### src/rtl/rnm_pkg.sv
package rnm_pkg;

  // Next position in a circular queue of the given depth.
  function automatic int unsigned wrap_inc(input int unsigned ptr, input int unsigned depth);
    return (ptr + 1 == depth) ? 0 : ptr + 1;
  endfunction

  // Occupancy after one cycle of allocate/free.
  function automatic int unsigned next_count(input int unsigned cnt, input bit add, input bit sub);
    return cnt + (add ? 1 : 0) - (sub ? 1 : 0);
  endfunction

endpackage

### src/rtl/rnm_map_table.sv
module rnm_map_table #(
  parameter int NUM_ARCH = 8,
  parameter int NUM_BUF  = 4,
  parameter int NRD      = 2
) (
  input  logic                        clk,
  input  logic                        rst_n,
  input  logic                        ren_en,
  input  logic [$clog2(NUM_ARCH)-1:0] ren_reg,
  input  logic [$clog2(NUM_BUF)-1:0]  ren_idx,
  input  logic                        clr_en,
  input  logic [$clog2(NUM_ARCH)-1:0] clr_reg,
  input  logic [$clog2(NUM_BUF)-1:0]  clr_idx,
  input  logic [$clog2(NUM_ARCH)-1:0] lk_reg [NRD],
  output logic                        lk_vld [NRD],
  output logic [$clog2(NUM_BUF)-1:0]  lk_idx [NRD]
);
  localparam int AW = $clog2(NUM_ARCH);
  localparam int BW = $clog2(NUM_BUF);

  logic          map_vld [NUM_ARCH];
  logic [BW-1:0] map_idx [NUM_ARCH];

  generate
    for (genvar r = 0; r < NUM_ARCH; r++) begin : g_entry
      wire hit_ren = ren_en && (ren_reg == AW'(r));
      wire hit_clr = clr_en && (clr_reg == AW'(r)) && (map_idx[r] == clr_idx);
      always_ff @(posedge clk) begin
        if (!rst_n) begin
          map_vld[r] <= 1'b0;
          map_idx[r] <= '0;
        end else if (hit_ren) begin
          map_vld[r] <= 1'b1;
          map_idx[r] <= ren_idx;
        end else if (hit_clr) begin
          map_vld[r] <= 1'b0;
        end
      end
    end
    for (genvar k = 0; k < NRD; k++) begin : g_look
      assign lk_vld[k] = map_vld[lk_reg[k]];
      assign lk_idx[k] = map_idx[lk_reg[k]];
    end
  endgenerate

  assert_rename_maps_R2: assert property (@(posedge clk) disable iff (!rst_n)
    ren_en |=> (map_vld[$past(ren_reg)] && map_idx[$past(ren_reg)] == $past(ren_idx)));

  assert_younger_kept_R10: assert property (@(posedge clk) disable iff (!rst_n)
    (clr_en && map_vld[clr_reg] && map_idx[clr_reg] != clr_idx) |=> map_vld[$past(clr_reg)]);

endmodule

### src/rtl/rnm_buf_queue.sv
module rnm_buf_queue #(
  parameter int NUM_BUF  = 4,
  parameter int NUM_ARCH = 8,
  parameter int DATA_W   = 16,
  parameter int NRD      = 2
) (
  input  logic                          clk,
  input  logic                          rst_n,
  input  logic                          alloc_en,
  input  logic [$clog2(NUM_ARCH)-1:0]   alloc_dst,
  input  logic                          wb_en,
  input  logic [$clog2(NUM_BUF)-1:0]    wb_tag,
  input  logic [DATA_W-1:0]             wb_data,
  input  logic                          free_en,
  output logic [$clog2(NUM_BUF)-1:0]    tail_idx,
  output logic [$clog2(NUM_BUF)-1:0]    head_idx,
  output logic                          full,
  output logic                          empty,
  output logic                          head_vld,
  output logic [DATA_W-1:0]             head_data,
  output logic [$clog2(NUM_ARCH)-1:0]   head_dst,
  output logic [$clog2(NUM_BUF+1)-1:0]  occupancy,
  input  logic [$clog2(NUM_BUF)-1:0]    rd_idx  [NRD],
  output logic                          rd_vld  [NRD],
  output logic [DATA_W-1:0]             rd_data [NRD]
);
  import rnm_pkg::*;
  localparam int AW = $clog2(NUM_ARCH);
  localparam int BW = $clog2(NUM_BUF);
  localparam int CW = $clog2(NUM_BUF + 1);

  logic [BW-1:0]     head_q, tail_q;
  logic [CW-1:0]     count_q;
  logic              buf_vld  [NUM_BUF];
  logic [DATA_W-1:0] buf_data [NUM_BUF];
  logic [AW-1:0]     buf_dst  [NUM_BUF];

  always_ff @(posedge clk) begin
    if (!rst_n) begin
      head_q  <= '0;
      tail_q  <= '0;
      count_q <= '0;
    end else begin
      if (alloc_en) tail_q <= BW'(wrap_inc(32'(tail_q), NUM_BUF));
      if (free_en)  head_q <= BW'(wrap_inc(32'(head_q), NUM_BUF));
      count_q <= CW'(next_count(32'(count_q), alloc_en, free_en));
    end
  end

  generate
    for (genvar b = 0; b < NUM_BUF; b++) begin : g_buf
      wire hit_alloc = alloc_en && (tail_q == BW'(b));
      wire hit_wb    = wb_en && (wb_tag == BW'(b));
      always_ff @(posedge clk) begin
        if (!rst_n) begin
          buf_vld[b]  <= 1'b0;
          buf_data[b] <= '0;
          buf_dst[b]  <= '0;
        end else begin
          if (hit_alloc) begin
            buf_vld[b] <= 1'b0;
            buf_dst[b] <= alloc_dst;
          end else if (hit_wb) begin
            buf_vld[b] <= 1'b1;
          end
          if (hit_wb) buf_data[b] <= wb_data;
        end
      end
    end
    for (genvar k = 0; k < NRD; k++) begin : g_rd
      wire fwd = wb_en && (wb_tag == rd_idx[k]);
      assign rd_vld[k]  = buf_vld[rd_idx[k]] || fwd;
      assign rd_data[k] = fwd ? wb_data : buf_data[rd_idx[k]];
    end
  endgenerate

  assign tail_idx  = tail_q;
  assign head_idx  = head_q;
  assign occupancy = count_q;
  assign full      = (count_q == CW'(NUM_BUF));
  assign empty     = (count_q == '0);
  assign head_vld  = buf_vld[head_q];
  assign head_data = buf_data[head_q];
  assign head_dst  = buf_dst[head_q];

  assert_no_overflow_R3: assert property (@(posedge clk) disable iff (!rst_n)
    count_q <= CW'(NUM_BUF));

  assert_wb_sets_valid_R5: assert property (@(posedge clk) disable iff (!rst_n)
    wb_en |=> buf_vld[$past(wb_tag)]);

  assert_alloc_clears_R2: assert property (@(posedge clk) disable iff (!rst_n)
    alloc_en |=> !buf_vld[$past(tail_q)]);

endmodule

### src/rtl/rnm_arch_file.sv
module rnm_arch_file #(
  parameter int NUM_ARCH = 8,
  parameter int DATA_W   = 16,
  parameter int NRD      = 2
) (
  input  logic                        clk,
  input  logic                        rst_n,
  input  logic                        wr_en,
  input  logic [$clog2(NUM_ARCH)-1:0] wr_reg,
  input  logic [DATA_W-1:0]           wr_data,
  input  logic [$clog2(NUM_ARCH)-1:0] rd_reg  [NRD],
  output logic [DATA_W-1:0]           rd_data [NRD]
);
  localparam int AW = $clog2(NUM_ARCH);

  logic [DATA_W-1:0] regs [NUM_ARCH];

  generate
    for (genvar r = 0; r < NUM_ARCH; r++) begin : g_reg
      always_ff @(posedge clk) begin
        if (!rst_n)                          regs[r] <= '0;
        else if (wr_en && wr_reg == AW'(r))  regs[r] <= wr_data;
      end
    end
    for (genvar k = 0; k < NRD; k++) begin : g_rd
      assign rd_data[k] = regs[rd_reg[k]];
    end
  endgenerate

  assert_commit_written_R9: assert property (@(posedge clk) disable iff (!rst_n)
    wr_en |=> regs[$past(wr_reg)] == $past(wr_data));

endmodule

### src/rtl/rename_unit.sv
module rename_unit #(
  parameter int NUM_ARCH = 8,
  parameter int NUM_BUF  = 4,
  parameter int DATA_W   = 16,
  localparam int AW      = $clog2(NUM_ARCH),
  localparam int BW      = $clog2(NUM_BUF)
) (
  input  logic              clk,
  input  logic              rst_n,
  input  logic              disp_valid,
  input  logic [AW-1:0]     disp_dst,
  input  logic [AW-1:0]     disp_src1,
  input  logic [AW-1:0]     disp_src2,
  output logic              disp_stall,
  output logic [BW-1:0]     disp_tag,
  output logic              src1_rdy,
  output logic [DATA_W-1:0] src1_val,
  output logic [BW-1:0]     src1_tag,
  output logic              src2_rdy,
  output logic [DATA_W-1:0] src2_val,
  output logic [BW-1:0]     src2_tag,
  input  logic              wb_valid,
  input  logic [BW-1:0]     wb_tag,
  input  logic [DATA_W-1:0] wb_data,
  input  logic              ret_req,
  output logic              ret_fire
);
  localparam int NRD = 2;
  localparam int CW  = $clog2(NUM_BUF + 1);

  // Named internal events used by the assertions.
  logic              disp_fire;
  logic              q_full, q_empty, q_head_vld;
  logic [BW-1:0]     q_tail, q_head;
  logic [DATA_W-1:0] q_head_data;
  logic [AW-1:0]     q_head_dst;
  logic [CW-1:0]     q_count;

  logic [AW-1:0]     src_reg  [NRD];
  logic              map_vld  [NRD];
  logic [BW-1:0]     map_idx  [NRD];
  logic              buf_vld  [NRD];
  logic [DATA_W-1:0] buf_data [NRD];
  logic [DATA_W-1:0] arf_data [NRD];
  logic              op_rdy   [NRD];
  logic [DATA_W-1:0] op_val   [NRD];
  logic [BW-1:0]     op_tag   [NRD];

  assign src_reg[0] = disp_src1;
  assign src_reg[1] = disp_src2;

  assign disp_fire = disp_valid && !q_full;
  assign ret_fire  = ret_req && !q_empty && q_head_vld;

  rnm_map_table #(.NUM_ARCH(NUM_ARCH), .NUM_BUF(NUM_BUF), .NRD(NRD)) u_map (
    .clk(clk), .rst_n(rst_n),
    .ren_en(disp_fire), .ren_reg(disp_dst), .ren_idx(q_tail),
    .clr_en(ret_fire), .clr_reg(q_head_dst), .clr_idx(q_head),
    .lk_reg(src_reg), .lk_vld(map_vld), .lk_idx(map_idx)
  );

  rnm_buf_queue #(.NUM_BUF(NUM_BUF), .NUM_ARCH(NUM_ARCH), .DATA_W(DATA_W), .NRD(NRD)) u_bufq (
    .clk(clk), .rst_n(rst_n),
    .alloc_en(disp_fire), .alloc_dst(disp_dst),
    .wb_en(wb_valid), .wb_tag(wb_tag), .wb_data(wb_data),
    .free_en(ret_fire),
    .tail_idx(q_tail), .head_idx(q_head), .full(q_full), .empty(q_empty),
    .head_vld(q_head_vld), .head_data(q_head_data), .head_dst(q_head_dst),
    .occupancy(q_count),
    .rd_idx(map_idx), .rd_vld(buf_vld), .rd_data(buf_data)
  );

  rnm_arch_file #(.NUM_ARCH(NUM_ARCH), .DATA_W(DATA_W), .NRD(NRD)) u_arf (
    .clk(clk), .rst_n(rst_n),
    .wr_en(ret_fire), .wr_reg(q_head_dst), .wr_data(q_head_data),
    .rd_reg(src_reg), .rd_data(arf_data)
  );

  generate
    for (genvar k = 0; k < NRD; k++) begin : g_op
      always_comb begin
        if (map_vld[k]) begin
          op_rdy[k] = buf_vld[k];
          op_val[k] = buf_data[k];
          op_tag[k] = map_idx[k];
        end else begin
          op_rdy[k] = 1'b1;
          op_val[k] = arf_data[k];
          op_tag[k] = '0;
        end
      end
    end
  endgenerate

  assign disp_stall = q_full;
  assign disp_tag   = q_tail;
  assign src1_rdy   = op_rdy[0];
  assign src1_val   = op_val[0];
  assign src1_tag   = op_tag[0];
  assign src2_rdy   = op_rdy[1];
  assign src2_val   = op_val[1];
  assign src2_tag   = op_tag[1];

  assert_stall_blocks_R3: assert property (@(posedge clk) disable iff (!rst_n)
    (disp_valid && disp_stall && !ret_fire) |=> (disp_stall && q_tail == $past(q_tail)));

  assert_retire_frees_R9: assert property (@(posedge clk) disable iff (!rst_n)
    (ret_fire && !disp_fire) |=> (q_count == $past(q_count) - CW'(1)));

  assert_bypass_R6: assert property (@(posedge clk) disable iff (!rst_n)
    (wb_valid && map_vld[0] && map_idx[0] == wb_tag) |-> (src1_rdy && src1_val == wb_data));

  assert_reset_state_R1: assert property (@(posedge clk)
    $rose(rst_n) |-> (!disp_stall && q_count == '0));

endmodule

### config.mk
export PLATFORM = sky130hd
export DESIGN_NAME = rename_unit
export DESIGN_NICKNAME = d
export VERILOG_FILES = /design/src/rtl/rnm_pkg.sv /design/src/rtl/rnm_map_table.sv /design/src/rtl/rnm_buf_queue.sv /design/src/rtl/rnm_arch_file.sv /design/src/rtl/rename_unit.sv
export SDC_FILE = /design/constraint.sdc
export NUM_CORES = 1
export LEC_CHECK = 0
export BUFFER_PORTS_ARGS = -buffer_cell sky130_fd_sc_hd__buf_4
export CORE_ASPECT_RATIO = 1.4
export CORE_MARGIN = 10
export CORE_UTILIZATION = 60
export DETAILED_ROUTE_END_ITERATION = 16
export PLACE_DENSITY = 0.78
export SETUP_SLACK_MARGIN = 0.15
export SLEW_MARGIN = 20
export SYNTH_ARGS = -nofsm -noshare
export SYNTH_HDL_FRONTEND = slang
export SYNTH_SLANG_ARGS = --single-unit
### constraint.sdc
create_clock -name clk -period 9.3 [get_ports clk]
set_input_delay 2.325 -clock clk [delete_from_list [all_inputs] [get_ports clk]]
set_output_delay 2.325 -clock clk [all_outputs]
set_load 0.1 [all_outputs]
# ---- After elaboration in Yosys (flattened, before gate mapping)
# Memory sizes are Yosys's and may differ from the RTL's. A register that Yosys moved wholly into a read port is not among the register bits.
# Cells that the tools add are included.
dict set report word_totals {
  word_cells 323
  n_memories 6
  register_bits 7
  input_bits 32
  output_inout_bits 42
  mem_bits_rw 232
}
# memory depth width read_ports rd_ports_with_merged_regs write_ports line_no
set mem_list {}
lappend mem_list {u_arf.regs 8 16 2 0 8 rnm_arch_file.sv:16} ;# logic [DATA_W-1:0] regs [NUM_ARCH];
lappend mem_list {u_bufq.buf_data 4 16 3 1 4 rnm_buf_queue.sv:35} ;# logic [DATA_W-1:0] buf_data [NUM_BUF];
lappend mem_list {u_map.map_idx 8 2 10 0 8 rnm_map_table.sv:22} ;# logic [BW-1:0] map_idx [NUM_ARCH];
lappend mem_list {u_bufq.buf_dst 4 3 1 1 4 rnm_buf_queue.sv:36} ;# logic [AW-1:0] buf_dst [NUM_BUF];
lappend mem_list {u_map.map_vld 8 1 2 0 8 rnm_map_table.sv:21} ;# logic map_vld [NUM_ARCH];
lappend mem_list {u_bufq.buf_vld 4 1 3 1 4 rnm_buf_queue.sv:34} ;# logic buf_vld [NUM_BUF];
dict set report classes {
  reduce_logical 46
  n_eq_ne 33
  n_bitwise 48
  add_sub_neg 4
  n_mux 183
}
# operator n
set op_table {}
lappend op_table {{$mux 16} 16}
lappend op_table {{$mux 1} 145}
lappend op_table {{$or 1x1->1} 48}
lappend op_table {{$logic_and 1x1->1} 37}
lappend op_table {{$mux 2} 18}
lappend op_table {{$eq 3x3->1 const B} 11}
lappend op_table {{$eq 2x2->1} 10}
lappend op_table {{$eq 3x2->1 const B} 4}
lappend op_table {{$mux 3} 4}
lappend op_table {{$logic_not 3->1} 3}
lappend op_table {{$eq 2x2->1 const B} 4}
lappend op_table {{$add 2x1->3 const B} 2}
lappend op_table {{$eq 3x1->1 const B} 2}
lappend op_table {{$eq 2x1->1 const B} 2}
lappend op_table {{$logic_not 2->1} 2}
lappend op_table {{$add 3x3->3} 1}
lappend op_table {{$sub 3x3->3} 1}
lappend op_table {{$logic_not 1->1} 2}
lappend op_table {{$logic_or 1x1->1} 2}

# ---- Longest topological paths before layout
# Gate-level depths: netlist of the first run.
dict set report logic_depth {
  word_depth 11
  ltp_mapped 12
  mapped_depth_nobuf 11
}

# ---- Cells and area by module
# Synthesis of the first run repeated with hierarchy kept, for this count alone.
dict set report unflattened {
  cells_unflattened 946
  hier_area_um2 14450.1
}
# module cells_each area_each_um2 seq_area_each_um2 n_inst
set by_module_without_submodules {}
lappend by_module_without_submodules {rnm_arch_file 431 6880.3 3843.7 1}
lappend by_module_without_submodules {rnm_buf_queue 350 5432.7 2572.5 1}
lappend by_module_without_submodules {rnm_map_table 121 1619.1 710.7 1}
lappend by_module_without_submodules {rename_unit 44 518.0 0.0 1}

# ---- Worst setup path after synthesis of the first run
# Ideal clock, no wire load.
dict set report synth_path {
  path_type {input port to output port}
  startpoint {in disp_src2[0]}
  endpoint {out src2_val[10]}
  slack_ns 1.972
  n_path_buf 3
  t_arrival_ns 5.003
  required_time_ns 6.975
  stages 8
  path_cell_list {buf_4 > mux4_2 > mux2i_1 > buf_4 > mux2_2 > nor3b_2 > buf_2 > a221o_1}
}
dict set report synth_via {
  elab_chain_len 5
  word_cells_on_any_way 8
  cone_classes {eq/ne (1); mux (2); reduce/logical (1); memory (4)}
}
# element line_no
set synth_lines {}
lappend synth_lines {{from (decl)} rename_unit.sv:13} ;# input logic [AW-1:0] disp_src2,
lappend synth_lines {{parallel branches: the longest is 4 deep, another holds $mem_v2 4x16} -}
lappend synth_lines {{$mux 16 (*)} rename_unit.sv:82} ;# if (map_vld[k]) begin
lappend synth_lines {{to (decl)} rename_unit.sv:20} ;# output logic [DATA_W-1:0] src2_val,
# Mark *: on every way between the ends.

# ---- Final worst setup path of the first run
dict set report layout_path {
  startpoint {in disp_src1[0]}
  endpoint {out src1_val[8]}
}
dict set report layout_via {
  elab_chain_len 5
  word_cells_on_any_way 8
  cone_classes {eq/ne (1); mux (2); reduce/logical (1); memory (4)}
}
# element line_no
set layout_lines {}
lappend layout_lines {{from (decl)} rename_unit.sv:12} ;# input logic [AW-1:0] disp_src1,
lappend layout_lines {{parallel branches: the longest is 4 deep, another holds $mem_v2 4x16} -}
lappend layout_lines {{$mux 16 (*)} rename_unit.sv:82}
lappend layout_lines {{to (decl)} rename_unit.sv:17} ;# output logic [DATA_W-1:0] src1_val,
# Marks and branches as above.

==> metrics.md, run 1 <==
| Metric | Value |
|---|---|
| Vias in the first global route | `9,738` |
| Setup TNS | `0 ps` |
| CORE AREA | `22,400 um^2` |
| Setup violators final | `0` |
| H-tree levels | `1` |
| RSZ-0062 raised after global routing | `false` |
| Top Metal Used | `met4` |
| Ys async rst share | `0%` |
| Syn Inst Count | `between 1,000 and 1,500` |
| DR pass1 iterations | `5` |
| Cell area power density | `approximately 200 nW/um^2` |
| # IOs | `74` |
| Synth Area per Inst | `~13 um^2` |
| Crit path kind | `primary input to output port` |
| Critical-path maximum fanout | `34` |
| Post-Layout Cell Count | `roughly 1,400` |
| DR WL/cell | `~27 um` |
| Slew margin rel. | `between 20% and 30%` |
| Post-route ant nets | `0` |
| Post-CTS sizing | `0` |
| WL met2 | `19.8 mm` |
| Die area | `between 20,000 and 30,000 um^2` |
| CTS buffer count | `24` |
| Most frequent cell on the critical path | `buf_4` |
| Levels on crit path | `7` |
| Clock Power Share | `~30%` |
| Total setup buffers inserted after CTS | `0` |
| Deepest clock path buffer count | `3` |
| FF+latch count, synth | `~240` |
| Metal-1 WL | `about 13 mm` |
| RD Place Congestion | `0.867` |
| Switching share of power | `approximately a third` |
| GRT Residual Overflow | `0` |
| Internal power | `slightly above 2000 uW` |
| CP max stage cell | `nor3b_4` |
| CP Cell Sequence | `buf_4, buf_4, mux4_2, mux2_2, nor3b_4, a221o_1, buf_4` |
| Worst slew pin tran | `around 1200 ps` |
| CP delay by family, top | `buffers and inverters` |
| Largest net degree at the start of global routing | `between 40 and 50` |
| Share of post-route cells with drive strength above 1 | `between 20 and 25%` |
| Final nets | `1,138` |
| Die Span Y | `between 150 and 200 um` |
| Fin crit period | `around 7700 ps` |
| Area grow syn2layout | `11.1%` |
| Final hold viol count | `0` |
| Initial core utilization | `around three fifths` |
| Leakage | `roughly 0.0060 uW` |
| Startpoint types | `primary input` |
| Outcome | `finished clean` |
| Post-synth EDFFs | `230` |
| Register area share after synthesis | `52.2%` |
| Synth warn | `0` |
| Max Fclk | `approximately 130 MHz` |
| CTS Sinks | `241` |
| First-pass GRT wire length | `between 50 and 60 mm` |
| Synthesized cell area | `around 14,000 um^2` |
| Slowest stage delay, CP | `between 800 and 900 ps` |
| DR WL met3 | `roughly 2.8 mm` |
| Hold depth | `2` |
| Die Wd | `~150 um` |
| Post-cts hold buffer count | `0` |
| PortBufs | `73` |
| Maxcap violations | `0` |
| Site Rows | `65` |
| Starting DRT DRC Count | `995` |
| CTS tree | `done` |
| CP endpoint kind | `output port` |
| DRC Markers | `0` |
| Diodes inserted | `0` |
| Buf/Inv on CP | `3` |
| Final worst-path cycle share | `~82%` |
| VDD IR max | `roughly 190 uV` |
| Clock-pin slew on the worst setup and hold paths | `~60 ps` |
| Net Switching | `1040 uW` |
| CP required | `~7000 ps` |
| Flop pwr share | `42.4%` |
| Most frequent cells in the layout | `edfxtp_1 (230), nor2_1 (186), mux2i_1 (148)` |
| Clock Latency Late Sink | `about 520 ps` |
| DR vias | `9,436` |
| Post-synth cell types | `43` |
| Critical Path AT | `~5300 ps` |
| Synth Flop Type | `edfxtp_1` |
| Initial antenna violation count | `0` |
| Clock Tree Root | `clkbuf_16` |
| Vias per std cell | `6.66` |
| Most common cell after layout, fill and taps aside | `edfxtp_1` |
| Combinational share of power | `between 20 and 30%` |
| Synth Net Count | `1,101` |
| Dpl cells | `approximately 1,400` |
| Min-delay worst type | `flop to flop` |
| Tot GR Track Use | `about a quarter` |
| Detailed Place HPWL | `~25 mm` |
| Final wirelength | `around 38 mm` |
| Pins over their slew limit | `0` |
| Post-Route Skew | `about 13 ps` |
| R2R depth | `4` |
-- layer usage --
layer  GRT usage (%)  vias to the layer above
li1                -                     4065
met1            29.0                     4759
met2            46.2                      501
met3            3.25                      111
met4            15.7                        0
met5               0                        -
-- worst reg2reg max path: stages (launching register included) --
cell and delay, ps:
dfxtp_2 340, buf_4 490, mux4_2 720, nor4b_1 590
nand2b_1 930
-- cells by family after synthesis --
kind of cell / synth area share [%]
muxes: 26.2
DFF: 52.2
and+or+nand+nor: 12.5
buffers and inverters: 2.90
AOI/OAI and AO/OA: 4.03
xor gates and xnor gates: 1.28
adders and majority gates: 0.880
-- power by group through the flow --
stage | combinational, uW | clock (uW) | sequential [uW]
floorplan | 620 | 0 | 1320
global placement | 818 | 0 | 1330
detailed placement | 829 | 0 | 1330
CTS | 832 | 953 | 1310
global route | 867 | 991 | 1320
finish | 831 | 951 | 1310
-- per-stage QoR --
step           total power, uW  utilization [%]  hold slack [ps]  area [um^2]  worst slack, ps
6_report                  3100             67.5              516        15200             1650
5_1_grt                   3180             67.5              535        15200             1480
4_1_cts                   3100             67.5              512        15200             1650
3_5_place_dp              2160             64.1              502        14400             1660
3_3_place_gp              2150             64.1              485        14400             1460
2_1_floorplan             1940                -              448        13700             1970
-- worst paths after layout --
check	startpoint	end	slack, ps
max	disp_src1[0]	src1_val[8]	1650
min	u_bufq.buf_vld[2]$_DFF_P_	u_bufq.buf_vld[2]$_DFF_P_	520
max reg2reg	flop	u_arf.regs[1][9]$_SDFFCE_PN0P_	5840
min reg2reg	u_bufq.buf_vld[2]$_DFF_P_	u_bufq.buf_vld[2]$_DFF_P_	520
-- flip-flops by register name, indices dropped and copies added (netlist names), named ones only --
name and flops:
u_map.map_vld 8, u_arf.regs 128, u_bufq.occupancy 3, u_bufq.buf_data 64, u_bufq.buf_vld 4, u_bufq.head_idx 2
u_bufq.buf_dst 12, u_map.map_idx 16, u_bufq.tail_idx 2
-- Yosys cell counts, types with 12 or more instances --
library cell	instances	area share, %
nand2_1	56	1.5
edfxtp_1	230	51
nor2_1	186	5.1
mux4_2	80	13
clkbuf_1	42	1.2
a221o_1	30	2.2
o21ai_0	16	0.59
buf_2	16	0.59
mux2_2	22	1.8
mux2i_1	152	11
and2_1	69	3.2
nor3_1	23	0.84
buf_1	12	0.33
xnor2_1	13	0.83
-- layout make-up --
cell class | count | area (um^2)
inverter | 13 | 48.8
fill | 1664 | 7280
sequential | 241 | 7130
multi-input combinational | 729 | 6180
timing repair buffer | 88 | 661
tap | 301 | 377
clock inverter | 17 | 130
clock buffer | 27 | 633
(Power assumes the default switching activity.)
==> inputs of run 2 (changes only) <==
- CORE_UTILIZATION: 60 -> 56
- PLACE_DENSITY: 0.78 -> 0.77
- clock period: 9.3 -> 6.5 ns (I/O delays scaled with it)
==> metrics.md, run 2 (synthesized netlist as in run 1, its figures left out) <==
| Metric | Value |
|---|---|
| R2R depth | `4 (unchanged)` |
| Die Span Y | `205 um (+3.2%)` |
| Max Fclk | `about 170 MHz` |
| Die Wd | `152 um (+3.0%)` |
| Hold slack | `513 ps (-2.79 ps)` |
| Die area | `31,100 um^2 (+6.3%)` |
| GRT Residual Overflow | `0 (unchanged)` |
| Maxcap violations | `0 (unchanged)` |
| Largest net degree at the start of global routing | `41 (unchanged)` |
| Post-cts hold buffer count | `0 (unchanged)` |
| Share of post-route cells with drive strength above 1 | `21.6% (+0.14 points)` |
| Critical-path maximum fanout | `21 (-38%)` |
| CTS Sinks | `241 (unchanged)` |
| Final nets | `1,143 (+0.44%)` |
| Total setup buffers inserted after CTS | `0 (unchanged)` |
| Diodes inserted | `0 (unchanged)` |
| Pwr Total | `4300 uW (+39%)` |
| Site Rows | `67 (+3.1%)` |
| CP endpoint kind | `output port` |
| Fin crit period | `~5800 ps` |
| Clock Latency Late Sink | `520 ps (about the same)` |
| First-pass GRT wire length | `58.0 mm (+0.96%)` |
| Most frequent cells in the layout | `edfxtp_1 (230), nor2_1 (186), mux2i_1 (148)` |
| Hold Path Origin | `u_bufq.buf_vld[2]$_DFF_P_` |
| DR pass1 iterations | `5 (unchanged)` |
| Detailed Place HPWL | `25.7 mm (+1.9%)` |
| DRC Markers | `0 (unchanged)` |
| Outcome | `finished clean` |
| PortBufs | `73 (unchanged)` |
| CP required | `4880 ps (-2100 ps)` |
| Most common cell after layout, fill and taps aside | `edfxtp_1` |
| Final worst-path cycle share | `between 80 and 90%` |
| Min-delay worst type | `flop to flop` |
| Setup TNS | `0 ps (unchanged)` |
| Hold Path Sink | `u_bufq.buf_vld[2]$_DFF_P_` |
| Initial core utilization | `56.9% (-3.9 points)` |
| DR vias | `9,389 (-0.50%)` |
| R2R setup slack | `2580 ps (-3260 ps)` |
| Slew margin rel. | `23.0% (+1.7 points)` |
| Critical Path AT | `4170 ps (-1160 ps)` |
| CORE AREA | `24,000 um^2 (+6.8%)` |
| Dpl cells | `1,387 (+1.1%)` |
| # IOs | `74 (unchanged)` |
| Setup violators final | `0 (unchanged)` |
| Post-Route Skew | `11.2 ps (-1.32 ps)` |
| H-tree levels | `1 (unchanged)` |
| DR WL/cell | `26.9 um (-0.32%)` |
| Worst reg2reg path endpoint | `u_arf.regs[1][14]$_SDFFCE_PN0P_` |
| Clock Tree Root | `clkbuf_16` |
| Crit path kind | `primary input to output port` |
| Deepest clock path buffer count | `3 (unchanged)` |
| Post-Layout Cell Count | `1,427 (+0.78%)` |
| Clock-pin slew on the worst setup and hold paths | `60 ps (about the same)` |
| CTS buffer count | `23 (-4.2%)` |
| Largest register FFs | `128 (unchanged)` |
| RD Place Congestion | `0.871 (+0.52%)` |
| Vias per std cell | `6.58 (-1.3%)` |
| Top reg by flops | `u_arf.regs` |
| Cell area power density | `284 nW/um^2 (+39%)` |
| CTS tree | `done` |
| Initial antenna violation count | `0 (unchanged)` |
| Hold depth | `2 (unchanged)` |
| Largest regs | `u_arf.regs: 128 flops, u_bufq.buf_data: 64 flops, u_map.map_idx: 16 flops` |
| Starting DRT DRC Count | `740 (-26%)` |
| Leakage | `0.00591 uW (-0.70%)` |
| Vias in the first global route | `9,849 (+1.1%)` |
| VDD IR max | `262 uV (+41%)` |
| Tot GR Track Use | `24.0% (-1.9 points)` |
| Final wirelength | `38.4 mm (+0.45%)` |
| Pins over their slew limit | `0 (unchanged)` |
| Area grow syn2layout | `10.7%` |
| RSZ-0062 raised after global routing | `false` |
| Post-CTS sizing | `0 (unchanged)` |
| Place WS | `721 ps (-940 ps)` |
| Startpoint types | `primary input` |
| Worst Slack Setup Final | `708 ps (-937 ps)` |
| Worst slew pin tran | `1160 ps (-12.4 ps)` |
| Final hold viol count | `0 (unchanged)` |
| Post-route ant nets | `0 (unchanged)` |
run 2: power breakdown:
group	internal (uW)	switching, uW
combinational	359	830
sequential	1810	72.9
clock	653	576
total	2820	1480
run 2: critical path, stage by stage:
cell and delay [ps]:
buf_4 360, mux4_2 400, mux2i_4 190, mux2_2 390
o21a_1 480, a221o_1 470, buf_4 240
run 2: layout make-up:
class	count	area [um^2]
timing repair buffer	94	706
multi-input combinational	729	6180
inverter	13	48.8
tap	310	388
fill	1853	8870
clock buffer	30	602
sequential	241	7130
clock inverter	10	55.1
run 2: worst max path at each step:
stage / startpoint / to / slack (ps) / cells after the start
CTS: disp_src1[2] / src1_val[12] / 720 / 7
finish: disp_src1[2] / src1_val[12] / 710 / 7
global route: disp_src1[0] / src1_val[12] / 620 / 7
floorplan: disp_src2[0] / src2_val[10] / 570 / 8
global placement: disp_src1[2] / src1_val[2] / 770 / 7
detailed placement: disp_src1[0] / src1_val[12] / 720 / 7
run 2: stage by stage:
stage               util [%]  instance area, um^2
floorplan                  -                13700
global placement        60.3                14400
detailed placement      60.3                14400
CTS                     63.0                15100
global route            63.0                15100
finish                  63.0                15100
run 2: metal layers:
layer	vias up	wire (um)	global-route usage (%)
met5	-	0	0
li1	4072	-	-
met2	504	19700	42.9
met1	4679	13100	26.7
met4	0	2620	14.3
met3	134	2940	3.55
